===== src/rtl/oploc_pkg.sv =====
package oploc_pkg;

  typedef enum logic [1:0] {
    SEG_ES = 2'b00,
    SEG_CS = 2'b01,
    SEG_SS = 2'b10,
    SEG_DS = 2'b11
  } seg_code_e;

  typedef enum logic [1:0] {
    MD_NODISP = 2'b00,
    MD_DISP8  = 2'b01,
    MD_DISP16 = 2'b10,
    MD_REG    = 2'b11
  } mode_e;

  typedef struct packed {
    mode_e      mode;
    logic [2:0] reg_f;
    logic [2:0] rm;
  } modrm_t;

  // override prefix pattern: 001 rr 110
  localparam logic [2:0] PFX_HEAD = 3'b001;
  localparam logic [2:0] PFX_TAIL = 3'b110;
  localparam logic [2:0] RM_DIRECT = 3'b110;

endpackage


===== src/rtl/oploc_field_split.sv =====
module oploc_field_split
  import oploc_pkg::*;
#(
  parameter int WORD_W  = 16,
  parameter int SHORT_W = 8
) (
  input  logic [7:0]        modrm_i,
  input  logic [WORD_W-1:0] disp_i,
  output mode_e             mode_o,
  output logic [2:0]        rm_o,
  output logic [2:0]        regf_o,
  output logic              reg_mode_o,
  output logic              direct_o,
  output logic [WORD_W-1:0] disp_ext_o
);
  localparam int EXT_W = WORD_W - SHORT_W;

  modrm_t fields;
  logic   short_sign;

  assign fields     = modrm_t'(modrm_i);
  assign mode_o     = fields.mode;
  assign rm_o       = fields.rm;
  assign regf_o     = fields.reg_f;
  assign reg_mode_o = (fields.mode == MD_REG);
  assign direct_o   = (fields.mode == MD_NODISP) && (fields.rm == RM_DIRECT);
  assign short_sign = disp_i[SHORT_W-1];

  always_comb begin
    unique case (fields.mode)
      MD_DISP8:  disp_ext_o = {{EXT_W{short_sign}}, disp_i[SHORT_W-1:0]};
      MD_DISP16: disp_ext_o = disp_i;
      MD_NODISP: disp_ext_o = direct_o ? disp_i : '0;
      default:   disp_ext_o = '0;
    endcase
  end

endmodule


===== src/rtl/oploc_offset_calc.sv =====
module oploc_offset_calc #(
  parameter int WORD_W = 16
) (
  input  logic [2:0]        rm_i,
  input  logic              direct_i,
  input  logic              reg_mode_i,
  input  logic [WORD_W-1:0] disp_ext_i,
  input  logic [WORD_W-1:0] bx_i,
  input  logic [WORD_W-1:0] bp_i,
  input  logic [WORD_W-1:0] si_i,
  input  logic [WORD_W-1:0] di_i,
  output logic [WORD_W-1:0] offset_o,
  output logic              uses_bp_o
);
  logic [WORD_W-1:0] base_a;
  logic [WORD_W-1:0] base_b;

  // base_a carries BX/BP, base_b carries SI/DI; either may be empty
  always_comb begin
    base_a    = '0;
    base_b    = '0;
    uses_bp_o = 1'b0;
    if (!rm_i[2]) begin
      base_a    = rm_i[1] ? bp_i : bx_i;
      base_b    = rm_i[0] ? di_i : si_i;
      uses_bp_o = rm_i[1];
    end else begin
      unique case (rm_i[1:0])
        2'b00: base_b = si_i;
        2'b01: base_b = di_i;
        2'b10: begin
          if (!direct_i) begin
            base_a    = bp_i;
            uses_bp_o = 1'b1;
          end
        end
        default: base_a = bx_i;
      endcase
    end
  end

  always_comb begin
    if (reg_mode_i) offset_o = '0;
    else            offset_o = base_a + base_b + disp_ext_i;
  end

endmodule


===== src/rtl/oploc_seg_select.sv =====
module oploc_seg_select
  import oploc_pkg::*;
#(
  parameter int WORD_W = 16
) (
  input  logic              uses_bp_i,
  input  logic              reg_mode_i,
  input  logic [7:0]        pfx_i,
  input  logic              pfx_vld_i,
  input  logic [WORD_W-1:0] es_i,
  input  logic [WORD_W-1:0] cs_i,
  input  logic [WORD_W-1:0] ss_i,
  input  logic [WORD_W-1:0] ds_i,
  output seg_code_e         code_o,
  output logic [WORD_W-1:0] base_o
);
  logic      pfx_hit;
  seg_code_e dflt;

  assign pfx_hit = pfx_vld_i && (pfx_i[7:5] == PFX_HEAD) && (pfx_i[2:0] == PFX_TAIL);
  assign dflt    = uses_bp_i ? SEG_SS : SEG_DS;

  always_comb begin
    if (reg_mode_i)   code_o = SEG_DS;
    else if (pfx_hit) code_o = seg_code_e'(pfx_i[4:3]);
    else              code_o = dflt;
  end

  always_comb begin
    unique case (code_o)
      SEG_ES:  base_o = es_i;
      SEG_CS:  base_o = cs_i;
      SEG_SS:  base_o = ss_i;
      default: base_o = ds_i;
    endcase
  end

endmodule


===== src/rtl/operand_locator.sv =====
module operand_locator
  import oploc_pkg::*;
#(
  parameter int WORD_W    = 16,
  parameter int SEG_SHIFT = 4,
  parameter bit OUT_REG   = 1'b1,
  localparam int PHYS_W   = WORD_W + SEG_SHIFT
) (
  input  logic              clk,
  input  logic              rst,
  input  logic [7:0]        modrm_i,
  input  logic              wide_i,
  input  logic [WORD_W-1:0] disp_i,
  input  logic [WORD_W-1:0] bx_i,
  input  logic [WORD_W-1:0] bp_i,
  input  logic [WORD_W-1:0] si_i,
  input  logic [WORD_W-1:0] di_i,
  input  logic [WORD_W-1:0] es_i,
  input  logic [WORD_W-1:0] cs_i,
  input  logic [WORD_W-1:0] ss_i,
  input  logic [WORD_W-1:0] ds_i,
  input  logic [7:0]        pfx_i,
  input  logic              pfx_vld_i,
  output logic              reg_mode_o,
  output logic [3:0]        reg_idx_o,
  output logic [3:0]        reg_sel_o,
  output logic [WORD_W-1:0] offset_o,
  output logic [1:0]        seg_code_o,
  output logic [PHYS_W-1:0] phys_o
);
  mode_e             mode;
  logic [2:0]        rm;
  logic [2:0]        regf;
  logic              reg_mode;
  logic              direct;
  logic [WORD_W-1:0] disp_ext;
  logic [WORD_W-1:0] offset;
  logic              uses_bp;
  seg_code_e         seg_code;
  logic [WORD_W-1:0] seg_base;
  logic [PHYS_W-1:0] phys;
  logic [3:0]        reg_idx;
  logic [3:0]        reg_sel;

  oploc_field_split #(.WORD_W(WORD_W)) u_split (
    .modrm_i    (modrm_i),
    .disp_i     (disp_i),
    .mode_o     (mode),
    .rm_o       (rm),
    .regf_o     (regf),
    .reg_mode_o (reg_mode),
    .direct_o   (direct),
    .disp_ext_o (disp_ext)
  );

  oploc_offset_calc #(.WORD_W(WORD_W)) u_offs (
    .rm_i       (rm),
    .direct_i   (direct),
    .reg_mode_i (reg_mode),
    .disp_ext_i (disp_ext),
    .bx_i       (bx_i),
    .bp_i       (bp_i),
    .si_i       (si_i),
    .di_i       (di_i),
    .offset_o   (offset),
    .uses_bp_o  (uses_bp)
  );

  oploc_seg_select #(.WORD_W(WORD_W)) u_seg (
    .uses_bp_i  (uses_bp),
    .reg_mode_i (reg_mode),
    .pfx_i      (pfx_i),
    .pfx_vld_i  (pfx_vld_i),
    .es_i       (es_i),
    .cs_i       (cs_i),
    .ss_i       (ss_i),
    .ds_i       (ds_i),
    .code_o     (seg_code),
    .base_o     (seg_base)
  );

  assign reg_idx = reg_mode ? {wide_i, rm} : 4'd0;
  assign reg_sel = {wide_i, regf};

  always_comb begin
    if (reg_mode) phys = '0;
    else          phys = {seg_base, {SEG_SHIFT{1'b0}}} + {{SEG_SHIFT{1'b0}}, offset};
  end

  generate
    if (OUT_REG) begin : g_reg
      always_ff @(posedge clk) begin
        if (rst) begin
          reg_mode_o <= 1'b0;
          reg_idx_o  <= '0;
          reg_sel_o  <= '0;
          offset_o   <= '0;
          seg_code_o <= '0;
          phys_o     <= '0;
        end else begin
          reg_mode_o <= reg_mode;
          reg_idx_o  <= reg_idx;
          reg_sel_o  <= reg_sel;
          offset_o   <= offset;
          seg_code_o <= seg_code;
          phys_o     <= phys;
        end
      end
    end else begin : g_comb
      assign reg_mode_o = reg_mode;
      assign reg_idx_o  = reg_idx;
      assign reg_sel_o  = reg_sel;
      assign offset_o   = offset;
      assign seg_code_o = seg_code;
      assign phys_o     = phys;
    end
  endgenerate

endmodule


===== config.mk =====
export PLATFORM = sky130hd
export DESIGN_NAME = operand_locator
export DESIGN_NICKNAME = d
export VERILOG_FILES = /design/src/rtl/oploc_pkg.sv /design/src/rtl/oploc_field_split.sv /design/src/rtl/oploc_offset_calc.sv /design/src/rtl/oploc_seg_select.sv /design/src/rtl/operand_locator.sv
export SDC_FILE = /design/constraint.sdc
export NUM_CORES = 1
export LEC_CHECK = 0
export ABC_AREA = 1
export BUFFER_PORTS_ARGS = -buffer_cell sky130_fd_sc_hd__buf_2
export CAP_MARGIN = 20
export CORE_MARGIN = 2
export CORE_UTILIZATION = 42
export CTS_BUF_LIST = sky130_fd_sc_hd__clkbuf_4 sky130_fd_sc_hd__clkbuf_8 sky130_fd_sc_hd__clkbuf_16
export DETAILED_ROUTE_END_ITERATION = 8
export GPL_ROUTABILITY_DRIVEN = 0
export PLACE_DENSITY_LB_ADDON = 0.05
export SYNTH_ARGS = -nofsm -noshare
export SYNTH_HDL_FRONTEND = slang
export SYNTH_SLANG_ARGS = --single-unit

===== constraint.sdc =====
create_clock -name clk -period 5.5 [get_ports clk]
set_input_delay 1.1 -clock clk [delete_from_list [all_inputs] [get_ports clk]]
set_output_delay 1.1 -clock clk [all_outputs]
set_load 0.02 [all_outputs]

* Word-level counts from Yosys, hierarchy flattened
Index checks and enable logic that the tools add are counted.
** Word-level totals
- Logic and storage cells :: 46
- Register bits after elaboration :: 47
** Cells by class
- Mux-type cells :: 17
- Eq/ne operators :: 10
- $add $sub $neg :: 3
- Reductions and logical operators :: 9
- Bitwise operators :: 1
** Operators with widths (count)
- 16-bit 2-to-1 mux :: 7
- 16-bit case mux with 3 select lines :: 2
- 16-bit case mux with 2 select lines :: 2
- 16-bit adder :: 2
- 20-bit by 16-bit adder with 20-bit output :: 1
- 2-bit == test (second input constant) :: 4
- 2-bit by 1-bit == test with 1-bit output (second input constant) :: 3
- 3-bit == test (second input constant) :: 2
- 2-bit zero test :: 3
- 2-bit OR reduction :: 3
- 1-bit 2-to-1 mux :: 4
- 2-bit 2-to-1 mux :: 2
- 3-bit by 1-bit == test with 1-bit output (second input constant) :: 1
- 1-bit logical AND :: 3
- 1-bit inverter :: 1

* Logic depth before layout (Yosys ltp)
- Depth after elaboration :: 11
- Gate-level depth with buffers :: 33
- Mapped depth without buffers :: 31

* Cells and area by module
A second synthesis with hierarchy kept.
** Unflattened totals
- Cell total of the unflattened synthesis :: 798
- Area total of the unflattened synthesis :: 4815.9 um^2
** By module, submodules not included
- operand_locator :: area an instance 2055.7 um^2, instances 1, cells an instance 294
- oploc_offset_calc :: area an instance 1851.8 um^2, instances 1, cells an instance 328
- oploc_seg_select :: area an instance 609.3 um^2, instances 1, cells an instance 116
- oploc_field_split :: area an instance 299.0 um^2, instances 1, cells an instance 60

* Least setup slack after synthesis
Ideal clock, no wire load.
- Path kind :: input to register
- Start point :: in modrm_i[0]
- End point :: reg phys_o[19]
- Buffers on the path :: 3
- Data required time :: 5.368 ns
- Stages :: 30
- Data arrival time :: 5.131 ns
- Path slack :: 0.236 ns
- Path through :: buf_4 -> inv_2 -> buf_6 -> o21ai_4 -> clkbuf_1 -> a22oi_1 -> fa_1 -> inv_1 -> fa_1 -> nand2_1 -> nand2_1 -> nand2_1 -> nand2_1 -> a21oi_1 -> o21ai_0 -> a21oi_1 -> inv_1 -> nor2_1 -> nand3b_1 -> inv_1 -> ha_1 -> inv_1 -> nor3_1 -> nand3_1 -> nand3_1 -> nand4_1 -> nand2_1 -> nand2_1 -> nand2_1 -> a21oi_1
** RTL lines
- from (decl) :: line operand_locator.sv:11 : input logic [7:0] modrm_i,
- 3-bit == test :: line oploc_field_split.sv:26 : assign direct_o = (fields.mode == MD_NODISP) && (fields.rm == RM_DIRECT);
- 1-bit logical AND :: line oploc_field_split.sv:26
- 16-bit 2-to-1 mux :: line oploc_offset_calc.sv:32 : if (!direct_i) begin
- 16-bit case mux with 2 select lines :: line oploc_offset_calc.sv:28 : unique case (rm_i[1:0])
- 16-bit 2-to-1 mux :: line oploc_offset_calc.sv:23 : if (!rm_i[2]) begin
- 16-bit adder :: line oploc_offset_calc.sv:44 : else offset_o = base_a + base_b + disp_ext_i;
- 16-bit adder * :: line oploc_offset_calc.sv:44
- 16-bit 2-to-1 mux * :: line oploc_offset_calc.sv:43 : if (reg_mode_i) offset_o = '0;
- net offset[11] :: line operand_locator.sv:37 : logic [WORD_W-1:0] offset;
- 20-bit by 16-bit adder with 20-bit output * :: line operand_locator.sv:87 : else phys = {seg_base, {SEG_SHIFT{1'b0}}} + {{SEG_SHIFT{1'b0}}, offset};
- to (signal assigned) :: line operand_locator.sv:106 : phys_o <= phys;
- to (decl) :: line operand_locator.sv:29 : output logic [PHYS_W-1:0] phys_o
Mark *: on every way through the listed nets, which the timed path passes. The rest lies on a longest branch.
A chain may end at the register's enable or synchronous reset.

* Worst setup path after layout
- Start point :: in modrm_i[7]
- End point :: reg phys_o[19]
** RTL lines (line)
- 2-bit zero test :: oploc_field_split.sv:26, oploc_field_split.sv:30
- 1-bit logical AND :: oploc_field_split.sv:26
- 16-bit 2-to-1 mux :: oploc_offset_calc.sv:32
- 16-bit case mux with 2 select lines :: oploc_offset_calc.sv:28
- 16-bit 2-to-1 mux :: oploc_offset_calc.sv:23
- 16-bit adder (2 in a row) :: oploc_offset_calc.sv:44
- 16-bit 2-to-1 mux * :: oploc_offset_calc.sv:43
- net offset[13] :: operand_locator.sv:37
- 20-bit by 16-bit adder with 20-bit output * :: operand_locator.sv:87
Marks and branches as above.

==> metrics.txt <==
# TYPE chip_impl_metric gauge
chip_impl_info{name="cp-start-kind",value="primary input"} 1
chip_impl_metric{name="route.antenna.remaining_nets",unit=""} 0
chip_impl_metric{name="p_total",unit="mW"} 1.680
chip_impl_metric{name="final_cell_utilization_of_the_core",unit="%"} 57.85
chip_impl_info{name="worst_setup_path_end_kind",value="flop"} 1
chip_impl_metric{name="synth_async_sr_flop_share",unit="%"} 0
chip_impl_metric{name="post-route-min-period",unit="ps"} 5103
chip_impl_metric{name="post-route-drc-count",unit=""} 0
chip_impl_metric{name="via_count",unit=""} 4651
chip_impl_metric{name="grt_start_max_net_pins",unit=""} 29
chip_impl_info{name="yosys-top-cells-area",value="sky130_fd_sc_hd__dfxtp_1 24%, sky130_fd_sc_hd__nand2_1 10%, sky130_fd_sc_hd__nor2_1 8.9%"} 1
chip_impl_metric{name="num-nets-final",unit=""} 1022
chip_impl_metric{name="horizontal_extent_of_the_die",unit="um"} 101.2
chip_impl_metric{name="antenna_found_initial",unit=""} 0
chip_impl_metric{name="chipHeight",unit="um"} 101.2
chip_impl_metric{name="floorplan_die_area",unit="mm2"} 0.01024
chip_impl_info{name="status",value="completed"} 1
chip_impl_metric{name="clkSlewWorstSetupHoldPaths",unit="ps"} 100
chip_impl_metric{name="buffer_ports.inserted",unit=""} 210
chip_impl_metric{name="top_ports",unit=""} 211
chip_impl_metric{name="syn_area_per_cell",unit="um2"} 6.582
chip_impl_metric{name="post_synth_instance_area",unit="mm2"} 0.003969
chip_impl_metric{name="number_of_synthesized_flops_with_an_enable_pin",unit=""} 0
chip_impl_info{name="synthMostInstantiatedCell",value="sky130_fd_sc_hd__nand2_1"} 1
chip_impl_metric{name="placementRows",unit=""} 35
chip_impl_metric{name="report.final.setup_viol",unit=""} 0
chip_impl_info{name="hp-class",value="primary input to flop"} 1
chip_impl_metric{name="ratio_of_cells_with_drive_above_1_in_the_final_layout",unit="%"} 31.04
chip_impl_metric{name="flow.area_growth_from_synthesis",unit="%"} 34.05
chip_impl_metric{name="cellLeakagePower",unit="nW"} 2.987
chip_impl_metric{name="timing.critical_path.required",unit="ps"} 5730
chip_impl_metric{name="wire_length_of_the_first_global_routing_pass",unit="um"} 20090
chip_impl_metric{name="syn-instance-count",unit=""} 603
chip_impl_metric{name="clockBufferDepth",unit=""} 2
chip_impl_metric{name="number_of_synthesis_warnings",unit=""} 0
chip_impl_metric{name="slew_headroom",unit="%"} 50.21
chip_impl_info{name="synth_common_cells",value="107 x sky130_fd_sc_hd__nand2_1, 94 x sky130_fd_sc_hd__nor2_1, 82 x sky130_fd_sc_hd__inv_1, 47 x sky130_fd_sc_hd__dfxtp_1, 43 x sky130_fd_sc_hd__o21ai_0"} 1
chip_impl_metric{name="finalHoldViolCount",unit=""} 0
chip_impl_metric{name="track_usage",unit="%"} 24.21
chip_impl_metric{name="hold_slack",unit="ps"} 1007
chip_impl_metric{name="tightest_slew",unit="ps"} 746.1
chip_impl_metric{name="vdd_ir_max",unit="mV"} 0.1159
chip_impl_metric{name="cts_hold_buf",unit=""} 0
chip_impl_metric{name="vias_in_the_first_global_route",unit=""} 4505
chip_impl_metric{name="number_of_buffers_added_by_the_clock_tree_synthesis_step",unit=""} 5
chip_impl_metric{name="cts_sinks",unit=""} 47
chip_impl_metric{name="max_freq",unit="MHz"} 196.0
chip_impl_metric{name="residual_overflow_from_global_routing",unit=""} 0
chip_impl_info{name="grt_setup_unrepaired",value="false"} 1
chip_impl_metric{name="postSynthNetCount",unit=""} 810
chip_impl_metric{name="final_cells",unit=""} 926
chip_impl_metric{name="initial_core_util",unit="%"} 43.16
chip_impl_metric{name="detailed_place_hpwl",unit="um"} 10190
chip_impl_metric{name="floorplan.core_area",unit="mm2"} 0.009196
chip_impl_metric{name="cp_max_fo",unit=""} 6
chip_impl_metric{name="finish.instance_area",unit="mm2"} 0.005320
chip_impl_info{name="clockRootBuffer",value="sky130_fd_sc_hd__clkbuf_8"} 1
chip_impl_info{name="critPathKind",value="primary input to flop"} 1
chip_impl_metric{name="slew_violations",unit=""} 0
chip_impl_metric{name="routed_wirelength",unit="um"} 12320
chip_impl_metric{name="synth_top_area_share",unit="%"} 23.71
chip_impl_metric{name="first_pass_iters",unit=""} 5
chip_impl_metric{name="synth.ff_latch_count",unit=""} 47
chip_impl_metric{name="drv.max_cap_violation_count",unit=""} 0
chip_impl_metric{name="power.density_cell_area",unit="mW/mm2"} 315.8
chip_impl_metric{name="ys_types",unit=""} 40
chip_impl_metric{name="detail_route.wl_per_cell",unit="um"} 13.30
chip_impl_metric{name="fillers",unit=""} 929
chip_impl_metric{name="antenna_cells_inserted",unit=""} 0
chip_impl_metric{name="setup-tns-final",unit="ps"} 0
chip_impl_metric{name="detailedPlace.worstSlack",unit="ps"} -65.73
chip_impl_info{name="crit_end",value="phys_o[19]"} 1
chip_impl_metric{name="area_post_placement",unit="mm2"} 0.005169
chip_impl_metric{name="cts_max_level",unit=""} 2
chip_impl_info{name="startpoint",value="modrm_i[7]"} 1
chip_impl_metric{name="detailedRoute.firstIterationViolations",unit=""} 299
chip_impl_metric{name="timing.final.crit_share",unit="%"} 92.78
chip_impl_metric{name="placed_cells_incl_taps",unit=""} 918
chip_impl_info{name="tritoncts",value="built"} 1
chip_impl_metric{name="seq_area_frac_synth",unit="%"} 23.71
chip_impl_metric{name="layout_setup_ws",unit="ps"} 397.0
chip_impl_metric{name="worst_ep_arrival_time",unit="ps"} 5330
chip_impl_info{name="synth_area_leader_cell",value="sky130_fd_sc_hd__dfxtp_1"} 1
chip_impl_metric{name="via_per_inst",unit=""} 5.023
chip_impl_info{name="top_ff_cell_synth",value="sky130_fd_sc_hd__dfxtp_1"} 1
-- critical path, stage by stage --
cell and delay [ps]:
sky130_fd_sc_hd__buf_2 120, sky130_fd_sc_hd__o21ai_1 140, sky130_fd_sc_hd__nand2_1 70, sky130_fd_sc_hd__nand2_1 100, sky130_fd_sc_hd__inv_2 50, sky130_fd_sc_hd__a22o_1 200
sky130_fd_sc_hd__fa_1 480, sky130_fd_sc_hd__ha_1 230, sky130_fd_sc_hd__fa_1 440, sky130_fd_sc_hd__nand2_1 90, sky130_fd_sc_hd__nand2_1 50, sky130_fd_sc_hd__nand2_1 70
sky130_fd_sc_hd__nand2_1 80, sky130_fd_sc_hd__a21oi_2 150, sky130_fd_sc_hd__o21ai_1 100, sky130_fd_sc_hd__a21oi_1 200, sky130_fd_sc_hd__o21bai_1 100, sky130_fd_sc_hd__nor2_1 140
sky130_fd_sc_hd__nor2_1 70, sky130_fd_sc_hd__ha_1 370, sky130_fd_sc_hd__nand2_1 100, sky130_fd_sc_hd__nor3_2 140, sky130_fd_sc_hd__nand3_1 130, sky130_fd_sc_hd__nand3_1 130
sky130_fd_sc_hd__nand4_1 140, sky130_fd_sc_hd__nand2_2 100, sky130_fd_sc_hd__nand3_1 70, sky130_fd_sc_hd__a21oi_1 150
-- routing by layer --
layer	global-route usage [%]	share of wire, %
met2	43.81	49
met1	30.79	44
met4	4.782	0.90
met5	0	0
met3	3.382	6.4
-- cells in the final DEF (no fill, tap or decap), types with 3 or more instances in the layout --
master and count:
sky130_fd_sc_hd__a21oi_1 40, sky130_fd_sc_hd__a22o_1 3, sky130_fd_sc_hd__a22oi_1 13, sky130_fd_sc_hd__a31oi_1 15, sky130_fd_sc_hd__buf_2 210, sky130_fd_sc_hd__buf_4 12
sky130_fd_sc_hd__clkbuf_8 5, sky130_fd_sc_hd__dfxtp_1 47, sky130_fd_sc_hd__fa_1 17, sky130_fd_sc_hd__ha_1 25, sky130_fd_sc_hd__inv_1 82, sky130_fd_sc_hd__inv_2 3
sky130_fd_sc_hd__nand2_1 105, sky130_fd_sc_hd__nand2_2 6, sky130_fd_sc_hd__nand3_1 30, sky130_fd_sc_hd__nand4_1 5, sky130_fd_sc_hd__nor2_1 94, sky130_fd_sc_hd__nor2_2 3
sky130_fd_sc_hd__nor3_1 11, sky130_fd_sc_hd__nor4_1 8, sky130_fd_sc_hd__o21ai_0 41, sky130_fd_sc_hd__o21ai_1 5, sky130_fd_sc_hd__o21bai_1 3, sky130_fd_sc_hd__or2_1 3
sky130_fd_sc_hd__or2_2 3
-- sequential cells by signal (all words and copies together) (netlist names) --
signal,count
offset_o,16
seg_code_o,2
reg_idx_o,4
reg_mode_o,1
phys_o,20
reg_sel_o,4
-- report_power, final --
group | internal (mW) | leakage (nW) | switching [mW] | total [mW]
logic | 0.379 | 2.54 | 0.614 | 0.992
registers | 0.412 | 0.389 | 0.0162 | 0.429
clock network | 0.138 | 0.0547 | 0.121 | 0.259
total | 0.929 | 2.99 | 0.751 | 1.68
-- cells by family after synthesis --
logic type | after synthesis | share of synthesized area, %
compound gates | 130 | 19.01
simple gates | 274 | 29.38
buf+inv | 105 | 10.25
fa+ha+maj | 43 | 16.77
xor+xnor | 4 | 0.8829
flops | 47 | 23.71
-- how the worst min path moves through the flow --
stage               start      endpoint  depth (start not counted)
2_1_floorplan         rst   offset_o[4]                          1
3_3_place_gp   modrm_i[3]  reg_sel_o[0]                          3
3_5_place_dp   modrm_i[3]  reg_sel_o[0]                          3
4_1_cts        modrm_i[3]  reg_sel_o[0]                          3
5_1_grt        modrm_i[5]  reg_sel_o[2]                          3
6_report           wide_i  reg_sel_o[3]                          3
-- what timing repair did --
action,CTS,global route
setup endpoints to repair,0,4
gates resized for setup,0,10
setup buffers,0,1
-- layout make-up --
class,count,area [um2],share of cell area (%)
multi-input cells,451,2653,49.86
repair buffers,223,1152,21.66
flip-flops and latches,47,940.9,17.69
inverters,87,329.1,6.185
well taps,111,138.9,2.611
clock buffers,6,76.32,1.435
clock inverters,1,30.03,0.5644
No activity file was read; power rests on OpenSTA's default activity.
